[config.mk]
export PLATFORM = sky130hd
export DESIGN_NAME = dev_irq_router
export DESIGN_NICKNAME = d
export VERILOG_FILES = /design/src/rtl/rtr_pkg.sv /design/src/rtl/rtr_pending_reg.sv /design/src/rtl/rtr_cpu_slice.sv /design/src/rtl/rtr_bus_decode.sv /design/src/rtl/dev_irq_router.sv
export SDC_FILE = /design/constraint.sdc
export NUM_CORES = 1
export LEC_CHECK = 0
export BUFFER_PORTS_ARGS = -buffer_cell sky130_fd_sc_hd__buf_2
export CAP_MARGIN = 10
export CORE_MARGIN = 2
export CORE_UTILIZATION = 53
export CTS_CLUSTER_DIAMETER = 150
export DETAILED_ROUTE_END_ITERATION = 6
export PLACE_DENSITY = 0.84
export SYNTH_ARGS = -nofsm -noshare
export SYNTH_HDL_FRONTEND = slang
export SYNTH_SLANG_ARGS = --single-unit
[constraint.sdc]
create_clock -name clk -period 20.7 [get_ports clk]
set_clock_uncertainty 0.2 [all_clocks]
set_input_delay 1.035 -clock clk [delete_from_list [all_inputs] [get_ports clk]]
set_output_delay 1.035 -clock clk [all_outputs]
set_load 0.01 [all_outputs]
[src/rtl/rtr_pkg.sv]
package rtr_pkg;
  typedef enum logic [1:0] {
    SZ_BYTE   = 2'd0,
    SZ_HALF   = 2'd1,
    SZ_WORD   = 2'd2,
    SZ_DOUBLE = 2'd3
  } acc_size_e;

  localparam int unsigned IDX_SHIFT = 6;
endpackage

[src/rtl/rtr_pending_reg.sv]
module rtr_pending_reg #(
  parameter int unsigned NUM_LINES = 64
) (
  input  logic                 clk,
  input  logic                 rst_n,
  input  logic [NUM_LINES-1:0] dev_set,
  input  logic [NUM_LINES-1:0] dev_clr,
  output logic [NUM_LINES-1:0] pend_d,
  output logic [NUM_LINES-1:0] pend_q
);
  // set has priority over a drop in the same cycle; drop of a zero bit is a no-op
  always_comb begin
    pend_d = (pend_q & ~dev_clr) | dev_set;
  end

  always_ff @(posedge clk or negedge rst_n) begin
    if (!rst_n) begin
      pend_q <= '0;
    end else begin
      pend_q <= pend_d;
    end
  end

  AST_SET_TAKES: assert property (@(posedge clk) disable iff (!rst_n)
    1'b1 |=> ((pend_q & $past(dev_set)) == $past(dev_set)));
  AST_SPURIOUS_DROP: assert property (@(posedge clk) disable iff (!rst_n)
    1'b1 |=> ((pend_q & $past(~pend_q & ~dev_set)) == '0));
endmodule

[src/rtl/rtr_cpu_slice.sv]
module rtr_cpu_slice #(
  parameter int unsigned NUM_LINES = 64,
  parameter int unsigned LINE_W    = $clog2(NUM_LINES)
) (
  input  logic                 clk,
  input  logic                 rst_n,
  input  logic                 mask_we,
  input  logic [NUM_LINES-1:0] wdata,
  input  logic [NUM_LINES-1:0] pend_d,
  input  logic [NUM_LINES-1:0] pend_q,
  output logic [NUM_LINES-1:0] mask_q,
  output logic [NUM_LINES-1:0] route_q,
  output logic                 irq,
  output logic [LINE_W-1:0]    line
);
  logic [NUM_LINES-1:0] mask_d;
  logic [NUM_LINES-1:0] route_d;

  function automatic logic [LINE_W-1:0] lowest_set(input logic [NUM_LINES-1:0] v);
    logic [LINE_W-1:0] idx;
    idx = '0;
    for (int i = NUM_LINES - 1; i >= 0; i--) begin
      if (v[i]) idx = LINE_W'(i);
    end
    return idx;
  endfunction

  // routed value is built from next-state operands so both changes land together
  always_comb begin
    mask_d  = mask_we ? wdata : mask_q;
    route_d = mask_d & pend_d;
  end

  always_ff @(posedge clk or negedge rst_n) begin
    if (!rst_n) begin
      mask_q  <= '0;
      route_q <= '0;
    end else begin
      if (mask_we) begin
        mask_q <= mask_d;
      end
      route_q <= route_d;
    end
  end

  always_comb begin
    irq  = |route_q;
    line = lowest_set(route_q);
  end

  AST_ROUTE_IS_AND: assert property (@(posedge clk) disable iff (!rst_n)
    route_q == (mask_q & pend_q));
  AST_LINE_IS_SET: assert property (@(posedge clk) disable iff (!rst_n)
    irq |-> route_q[line]);
  AST_MASK_HOLDS: assert property (@(posedge clk) disable iff (!rst_n)
    !mask_we |=> $stable(mask_q));
endmodule

[src/rtl/rtr_bus_decode.sv]
module rtr_bus_decode
  import rtr_pkg::*;
#(
  parameter int unsigned NUM_CPUS  = 4,
  parameter int unsigned NUM_LINES = 64,
  parameter int unsigned ADDR_W    = 12
) (
  input  logic                                clk,
  input  logic                                rst_n,
  input  logic                                req_valid,
  input  logic                                req_write,
  input  logic [ADDR_W-1:0]                   req_addr,
  input  logic [1:0]                          req_size,
  input  logic [NUM_CPUS-1:0][NUM_LINES-1:0]  mask_q,
  input  logic [NUM_CPUS-1:0][NUM_LINES-1:0]  route_q,
  input  logic [NUM_LINES-1:0]                pend_q,
  output logic [NUM_CPUS-1:0]                 mask_we,
  output logic                                resp_valid,
  output logic                                resp_err,
  output logic [NUM_LINES-1:0]                resp_rdata
);
  localparam int unsigned IDX_W = ADDR_W - IDX_SHIFT;
  localparam logic [IDX_W-1:0] ROUTE_BASE = IDX_W'(NUM_CPUS);
  localparam logic [IDX_W-1:0] PEND_IDX   = IDX_W'(2 * NUM_CPUS);

  logic [IDX_W-1:0]     idx;
  logic                 size_ok;
  logic                 is_mask;
  logic                 is_route;
  logic                 is_pend;
  logic                 err_d;
  logic [NUM_LINES-1:0] rd_sel;
  logic [NUM_LINES-1:0] rdata_d;

  always_comb begin
    idx      = req_addr[ADDR_W-1:IDX_SHIFT];
    size_ok  = (acc_size_e'(req_size) == SZ_DOUBLE);
    is_mask  = (idx < ROUTE_BASE);
    is_route = (idx >= ROUTE_BASE) && (idx < PEND_IDX);
    is_pend  = (idx == PEND_IDX);
    err_d    = !size_ok || !(is_mask || is_route || is_pend) ||
               (req_write && (is_route || is_pend));

    rd_sel = '0;
    for (int c = 0; c < NUM_CPUS; c++) begin
      if (idx == IDX_W'(c))            rd_sel = mask_q[c];
      if (idx == IDX_W'(NUM_CPUS + c)) rd_sel = route_q[c];
    end
    if (is_pend) rd_sel = pend_q;

    rdata_d = (req_valid && !req_write && !err_d) ? rd_sel : '0;

    for (int c = 0; c < NUM_CPUS; c++) begin
      mask_we[c] = req_valid && req_write && size_ok && (idx == IDX_W'(c));
    end
  end

  always_ff @(posedge clk or negedge rst_n) begin
    if (!rst_n) begin
      resp_valid <= 1'b0;
      resp_err   <= 1'b0;
      resp_rdata <= '0;
    end else begin
      resp_valid <= req_valid;
      resp_err   <= req_valid && err_d;
      resp_rdata <= rdata_d;
    end
  end

  AST_RESP_NEXT: assert property (@(posedge clk) disable iff (!rst_n)
    req_valid |=> resp_valid);
  AST_RESP_IDLE: assert property (@(posedge clk) disable iff (!rst_n)
    !req_valid |=> !resp_valid);
  AST_RO_WRITE_ERR: assert property (@(posedge clk) disable iff (!rst_n)
    (req_valid && req_write && (idx >= ROUTE_BASE) && (idx <= PEND_IDX)) |=> resp_err);
  AST_ERR_ZERO_DATA: assert property (@(posedge clk) disable iff (!rst_n)
    resp_err |-> (resp_rdata == '0));
  AST_NO_WE_ON_ERR: assert property (@(posedge clk) disable iff (!rst_n)
    !size_ok |-> (mask_we == '0));
endmodule

[src/rtl/dev_irq_router.sv]
module dev_irq_router #(
  parameter int unsigned NUM_CPUS  = 4,
  parameter int unsigned NUM_LINES = 64,
  parameter int unsigned ADDR_W    = 12,
  parameter int unsigned LINE_W    = $clog2(NUM_LINES)
) (
  input  logic                         clk,
  input  logic                         rst_n,
  input  logic [NUM_LINES-1:0]         dev_set,
  input  logic [NUM_LINES-1:0]         dev_clr,
  input  logic                         req_valid,
  input  logic                         req_write,
  input  logic [ADDR_W-1:0]            req_addr,
  input  logic [1:0]                   req_size,
  input  logic [NUM_LINES-1:0]         req_wdata,
  output logic                         resp_valid,
  output logic                         resp_err,
  output logic [NUM_LINES-1:0]         resp_rdata,
  output logic [NUM_CPUS-1:0]          cpu_irq,
  output logic [NUM_CPUS*LINE_W-1:0]   cpu_line
);
  logic [1:0] rst_sync;
  logic       rst_int_n;

  always_ff @(posedge clk or negedge rst_n) begin
    if (!rst_n) begin
      rst_sync <= 2'b00;
    end else begin
      rst_sync <= {rst_sync[0], 1'b1};
    end
  end
  assign rst_int_n = rst_sync[1];

  logic [NUM_LINES-1:0]               pend_d;
  logic [NUM_LINES-1:0]               pend_q;
  logic [NUM_CPUS-1:0][NUM_LINES-1:0] mask_q;
  logic [NUM_CPUS-1:0][NUM_LINES-1:0] route_q;
  logic [NUM_CPUS-1:0]                mask_we;

  rtr_pending_reg #(.NUM_LINES(NUM_LINES)) i_pend (
    .clk     (clk),
    .rst_n   (rst_int_n),
    .dev_set (dev_set),
    .dev_clr (dev_clr),
    .pend_d  (pend_d),
    .pend_q  (pend_q)
  );

  for (genvar c = 0; c < NUM_CPUS; c++) begin : g_cpu
    rtr_cpu_slice #(.NUM_LINES(NUM_LINES), .LINE_W(LINE_W)) i_slice (
      .clk     (clk),
      .rst_n   (rst_int_n),
      .mask_we (mask_we[c]),
      .wdata   (req_wdata),
      .pend_d  (pend_d),
      .pend_q  (pend_q),
      .mask_q  (mask_q[c]),
      .route_q (route_q[c]),
      .irq     (cpu_irq[c]),
      .line    (cpu_line[c*LINE_W +: LINE_W])
    );
  end

  rtr_bus_decode #(.NUM_CPUS(NUM_CPUS), .NUM_LINES(NUM_LINES), .ADDR_W(ADDR_W)) i_dec (
    .clk        (clk),
    .rst_n      (rst_int_n),
    .req_valid  (req_valid),
    .req_write  (req_write),
    .req_addr   (req_addr),
    .req_size   (req_size),
    .mask_q     (mask_q),
    .route_q    (route_q),
    .pend_q     (pend_q),
    .mask_we    (mask_we),
    .resp_valid (resp_valid),
    .resp_err   (resp_err),
    .resp_rdata (resp_rdata)
  );
endmodule

# --- Word level (Yosys, flattened, before mapping) ---
# Index checks and enable logic that the tools add are counted.
word_totals:
  register_bits: 644
  latchBits: 0
  mem_bits_rw: 0
  romBits: 0
  in_bits: 210
  out_inout_bits: 94
  elab_cells: 327
  mem_count: 0
op_classes:
  addsub: 0
  multipliers: 0
  div: 0
  n_lt_le_gt_ge: 3
  n_eq_ne: 9
  n_shift: 0
  mux: 270
  bitwise_logic: 7
  n_reduce_logical: 25
op_table:
  columns: ["operator", "count"]
  rows:
  - ["6-bit two-way mux", 256]
  - ["64-bit two-way mux", 14]
  - ["64-bit bitwise AND", 5]
  - ["64-bit OR reduction", 4]
  - ["64-bit NOT", 1]
  - ["64-bit OR", 1]
  - ["6-bit by 3-bit equality test with 1-bit output, second input constant", 4]
  - ["6-bit by 2-bit equality test with 1-bit output, second input constant", 2]
  - ["1-bit logical AND", 11]
  - ["6-bit by 1-bit equality test with 1-bit output, second input constant", 1]
  - ["6-bit by 4-bit equality test with 1-bit output, second input constant", 1]
  - ["6-bit by 3-bit >= comparator with 1-bit output, second input constant", 1]
  - ["6-bit zero test", 1]
  - ["6-bit by 3-bit < comparator with 1-bit output, second input constant", 1]
  - ["6-bit by 4-bit < comparator with 1-bit output, second input constant", 1]
  - ["1-bit logical OR", 5]
  - ["1-bit zero test", 4]
  - ["2-bit equality test, second input constant", 1]

# --- Depth between registers and ports, before layout ---
logic_depth:
  word_depth: 64
  depth_mapped: 9
  mapped_depth_nobuf: 6

# --- By module ---
# A second synthesis with hierarchy kept.
hier_totals:
  cells_unflattened: 2626
  area_unflattened_um2: 29824.9
by_module_without_submodules:
  columns: ["mod", "n_inst", "cells_per_inst", "area_per_inst_um2"]
  rows:
  - ["rtr_cpu_slice at g_cpu[1].i_slice ...", 3, 410, 5270.1]
  - ["rtr_bus_decode", 1, 791, 6397.4]
  - ["rtr_cpu_slice at g_cpu[0].i_slice", 1, 410, 5241.3]
  - ["rtr_pending_reg", 1, 192, 2322.2]
  - ["dev_irq_router", 1, 3, 53.8]

# --- Worst setup path before layout ---
# Ideal clock, no wire load.
synth_path:
  path_kind: "input to register"
  from: "input req_addr[9]"
  to: "register g_cpu[2].i_slice.route_q[10]"
  setup_time_ps: 119
  arrival_time_ps: 2848
  required_ps: 20381
  setup_slack_ps: 17533
  path_stages: 8
  path_cell_list: "or4_1 -> buf_2 -> nor3b_2 -> inv_2 -> nor2_8 -> buf_8 -> mux2_4 -> and2_1"
synth_via:
  elab_chain_cells: 4
synth_rtl:
  columns: ["element", "line", "source"]
  rows:
  - ["from (decl)", "dev_irq_router.sv:13", "input logic [ADDR_W-1:0] req_addr,"]
  - ["6-bit by 2-bit equality test with 1-bit output", "rtr_bus_decode.sv:54", "mask_we[c] = req_valid && req_write && size_ok && (idx == IDX_W'(c));"]
  - ["1-bit logical AND", "rtr_bus_decode.sv:54", null]
  - ["64-bit two-way mux", "rtr_cpu_slice.sv:30", "mask_d = mask_we ? wdata : mask_q;"]
  - ["64-bit bitwise AND", "rtr_cpu_slice.sv:31", "route_d = mask_d & pend_d;"]
  - ["net g_cpu[2].i_slice.route_d[10]", "rtr_cpu_slice.sv:17", "logic [NUM_LINES-1:0] route_d;"]
  - ["to (signal assigned)", "rtr_cpu_slice.sv:42", "route_q <= route_d;"]
  - ["to (decl)", "rtr_cpu_slice.sv:12", "output logic [NUM_LINES-1:0] route_q,"]
# The timed path passes the listed nets, and every way through them passes these cells.
# A chain may end at the register's enable or synchronous reset.

# --- Worst setup path in the final report ---
layout_path:
  from: "input req_addr[8]"
  to: "register g_cpu[1].i_slice.route_q[63]"
layout_via:
  elab_chain_cells: 4
layout_rtl:
  columns: ["element", "line"]
  rows:
  - ["6-bit by 1-bit equality test with 1-bit output", "rtr_bus_decode.sv:54"]
  - ["1-bit logical AND", "rtr_bus_decode.sv:54"]
  - ["64-bit two-way mux", "rtr_cpu_slice.sv:30"]
  - ["64-bit bitwise AND", "rtr_cpu_slice.sv:31"]
  - ["net g_cpu[1].i_slice.route_d[63]", "rtr_cpu_slice.sv:17"]
  - ["to (signal assigned)", "rtr_cpu_slice.sv:42"]
  - ["to (decl)", "rtr_cpu_slice.sv:12"]
# The timed path passes the listed nets, and every way through them passes these cells.

==> results.toml <==
[synthesis]
synth_fa_ha_area_frac = 0
synthXorXnorAreaFrac = 0
synth_top_family_by_area = "compound AO/OA/AOI/OAI gates"
synth-seq-area-share = 0.5581
synth_edf_count = 0
ys_ff_latch = 644
netlist_instances = 2478
ys.warnings.count = 0
synthMuxAreaShare = 0.1280
synth.avg_cell_area_um2 = 11.65
ys.flop_type = "dfrtp_1"
syn_area_mm2 = 0.02888
syn_nets = 2688
synth-compound-area-share = 0.1447
ys_types = 65
synth-simple-area-share = 0.1221
ys_async_sr_fraction = 1.000

[floorplan]
chipWidth_um = 237.4
dieArea_mm2 = 0.05637
core_region_area_mm2 = 0.05381
start_util = 0.5366
rows = 85
die_h_um = 237.4
io_pins = 304

[critical_path]
r2r-start = "rst_sync[1]"
end_kind = "register"
slowest_delay_ns = 0.91
criticalPathCategory = "in2reg"
path_max_fanout = 34
crit_required_ns = 21.00
crit_path_frequent_cell = "buf_4"
cp_slowest_cell = "and2b_4"
startpoint_type = "input pin"
crit_arrival_ns = 5.21
startpoint = "req_addr[8]"
path_cells = "buf_2 -> or4_1 -> nor3b_4 -> buf_4 -> and2b_4 -> buf_4 -> mux2_2 -> and2_1"

[pwr]
seqPwrFrac = 0.463
clkPwrFrac = 0.435
p_comb_frac = 0.102
switching_share = 0.2565
pwr_density_cell_mw_per_mm2 = 86.29
internal-power_w = 0.002130
cellLeakagePower_nw = 16.09
switchingPower_w = 0.0007348
peakVddDrop_v = 0.00005002

[global_route]
grt_max_degree = 92
grt_pass1_vias = 23520
grt_pass1_wl_mm = 147.9
overflow = 0
grt_usage = 0.3531
antenna_found_initial = 5

[drt]
avgViaCountPerCell = 6.532
finalWirelength_mm = 99.20
remaining_drc_errors = 0
ant_nets = 0
dr.first_iter.drc_count = 2789
routed-via-count = 23010
first_pass_iters = 7
post_drt_wl_per_cell_um = 28.16

[job]
drv_cap = 0

[clock_tree]
clockBufferDepth = 3
root_buffer = "clkbuf_16"
cts.sinks = 644
insertion_delay_ns = 0.62
cts_tree = "done"
cts_buffers = 66
clkTransAtPathRegs_ns = 0.06
htree_levels = 3
post_cts_resized = 0

[timing]
fin_crit_sh = 0.2371
hold_violations = 0
slew_headroom = 0.1688
rsz0062_at_grt = "no"
tightest_slew_ns = 1.240
report.final.slew_viol_count = 0
setup_viol = 0
finalCriticalPeriod_ns = 4.908
timing.hold.ws_ns = 0.1481
clock.fmax_mhz = 203.7
fin_setup_tns_ns = 0

[final_layout]
n_fill_cell = 4086
nNetsFinal = 2982
fin_cells = 3522
multi_input_area_mm2 = 0.01147
layout-drive-gt1-share = 0.2477
syn2layout_area_growth_pct = 14.97
seq_area_mm2 = 0.01612

[status]
status = "finished clean"

[placement]
hpwl_mm = 68.34
finalWeightedCongestion = 1.027
dp_cells = 3399
portBuffers = 297

[hold_path]
holdCritStartpoint = "rst_sync[0]"
min_path_type = "reg2reg"
## registers in the layout (all words and copies together) (netlist names)
name                   cells
g_cpu.i_slice.route_q    256
i_dec.resp_rdata          64
i_dec.resp_valid           1
i_dec.resp_err             1
i_pend.pend_q             64
g_cpu.i_slice.mask_q     256
rst_sync                   2
## Yosys cell counts, types with 7 or more instances
master / instances / area (um2)
a221oi_1: 63 / 551.8
mux2_2: 113 / 1272
a211oi_1: 8 / 60.06
a31oi_1: 64 / 400.4
buf_1: 7 / 26.28
dfrtp_1: 644 / 16120
mux2_4: 119 / 1787
nor3_1: 52 / 260.3
nand4_1: 7 / 43.79
or4_1: 24 / 180.2
mux2_1: 24 / 270.3
a21oi_1: 136 / 680.7
nand2_1: 71 / 266.5
buf_6: 19 / 214.0
nor4_1: 52 / 325.3
a22o_1: 29 / 254.0
o22ai_1: 7 / 43.79
o21ai_0: 97 / 485.5
a22oi_1: 90 / 675.7
and2_1: 260 / 1627
a2111oi_0: 7 / 61.31
nand3_1: 22 / 110.1
a222oi_1: 36 / 360.4
buf_4: 7 / 52.55
o21a_1: 8 / 60.06
inv_1: 184 / 690.7
o31ai_1: 12 / 90.09
a221o_1: 7 / 70.07
buf_2: 22 / 110.1
clkbuf_1: 46 / 172.7
nor2_1: 124 / 465.5
o211ai_1: 7 / 52.55
mux2i_1: 32 / 320.3
## metal layers
layer / global-route usage / routed length [um] / up-vias
li1: - / - / 9606
met1: 0.4597 / 37680 / 11510
met2: 0.5572 / 45830 / 1566
met3: 0.08512 / 10620 / 326
met4: 0.1744 / 5062 / 2
met5: 0 / 8 / -
## worst max-delay path, delay by kind of cell
kind,cells,cell delay [ns]
and+or+nand+nor,4,2.14
buffers and inverters,3,1.48
muxes,1,0.42
## power groups by stage
stage / Clock, W / Combinational (W) / Sequential (W)
finish: 0.00125 / 0.000293 / 0.00133
global route: 0.00131 / 0.000313 / 0.00133
CTS: 0.00125 / 0.000285 / 0.00132
detailed placement: 0 / 0.000283 / 0.00135
global placement: 0 / 0.000278 / 0.00134
floorplan: 0 / 0.000142 / 0.00135
## cells in the final DEF (no fill, tap or decap), types with 29 or more instances in the layout
cell / netlist / routed
and2_1: 260 / 259
nand2_1: 71 / 71
clkbuf_16: 0 / 69
buf_4: 7 / 35
a22o_1: 29 / 29
a21oi_1: 136 / 136
nor2_1: 124 / 123
mux2i_1: 32 / 32
a222oi_1: 36 / 36
a22oi_1: 90 / 90
o21ai_0: 97 / 97
nor3_1: 52 / 50
buf_2: 22 / 297
mux2_2: 113 / 113
mux2_4: 119 / 119
inv_1: 184 / 184
nor4_1: 52 / 52
a221oi_1: 63 / 63
dfrtp_1: 644 / 643
a31oi_1: 64 / 64
## layout make-up
type / count / area share
repair buffers: 333 / 0.05299
well taps: 696 / 0.02623
diodes: 4 / 0.0003015
clock buffers: 95 / 0.06038
multi-input cells: 1542 / 0.3454
flip-flops and latches: 644 / 0.4855
inverters: 185 / 0.02092
clock inverters: 23 / 0.008216
## metrics by stage
stage | setup WS [ns] | area (um2) | power [W] | util
floorplan | 1.221 | 28880 | 0.001492 | -
global placement | 15.39 | 30900 | 0.001623 | 0.5742
detailed placement | 15.33 | 30900 | 0.001630 | 0.5742
CTS | 15.94 | 33190 | 0.002859 | 0.6167
global route | 15.81 | 33200 | 0.002946 | 0.6169
finish | 15.79 | 33200 | 0.002865 | 0.6169
## logic make-up after synthesis
kind of cell	after synthesis
multiplexers	290
other	1
AO/OA/AOI/OAI	609
buffers and inverters	292
AND/OR/NAND/NOR	642
flip-flops	644
## final timing paths
path                                           endpoint  slack, ns  cells after the start
min in group asynchronous  g_cpu[3].i_slice.route_q[29]       0.18                      0
max                        g_cpu[1].i_slice.route_q[63]      15.79                      8
max in group asynchronous  g_cpu[1].i_slice.route_q[36]      16.99                      3
max reg2reg                g_cpu[1].i_slice.route_q[36]      16.99                      3
min reg2reg                                 rst_sync[1]       0.15                      0
min                                         rst_sync[1]       0.15                      0
## repair_timing
item                                    4_1_cts  5_1_grt
hold endpoints to repair                      2        0
hold buffers                                  1        0
buffers inserted                              0        0
endpoints found under the setup margin        0        0
Note: power is estimated with default switching activity, not from simulation.
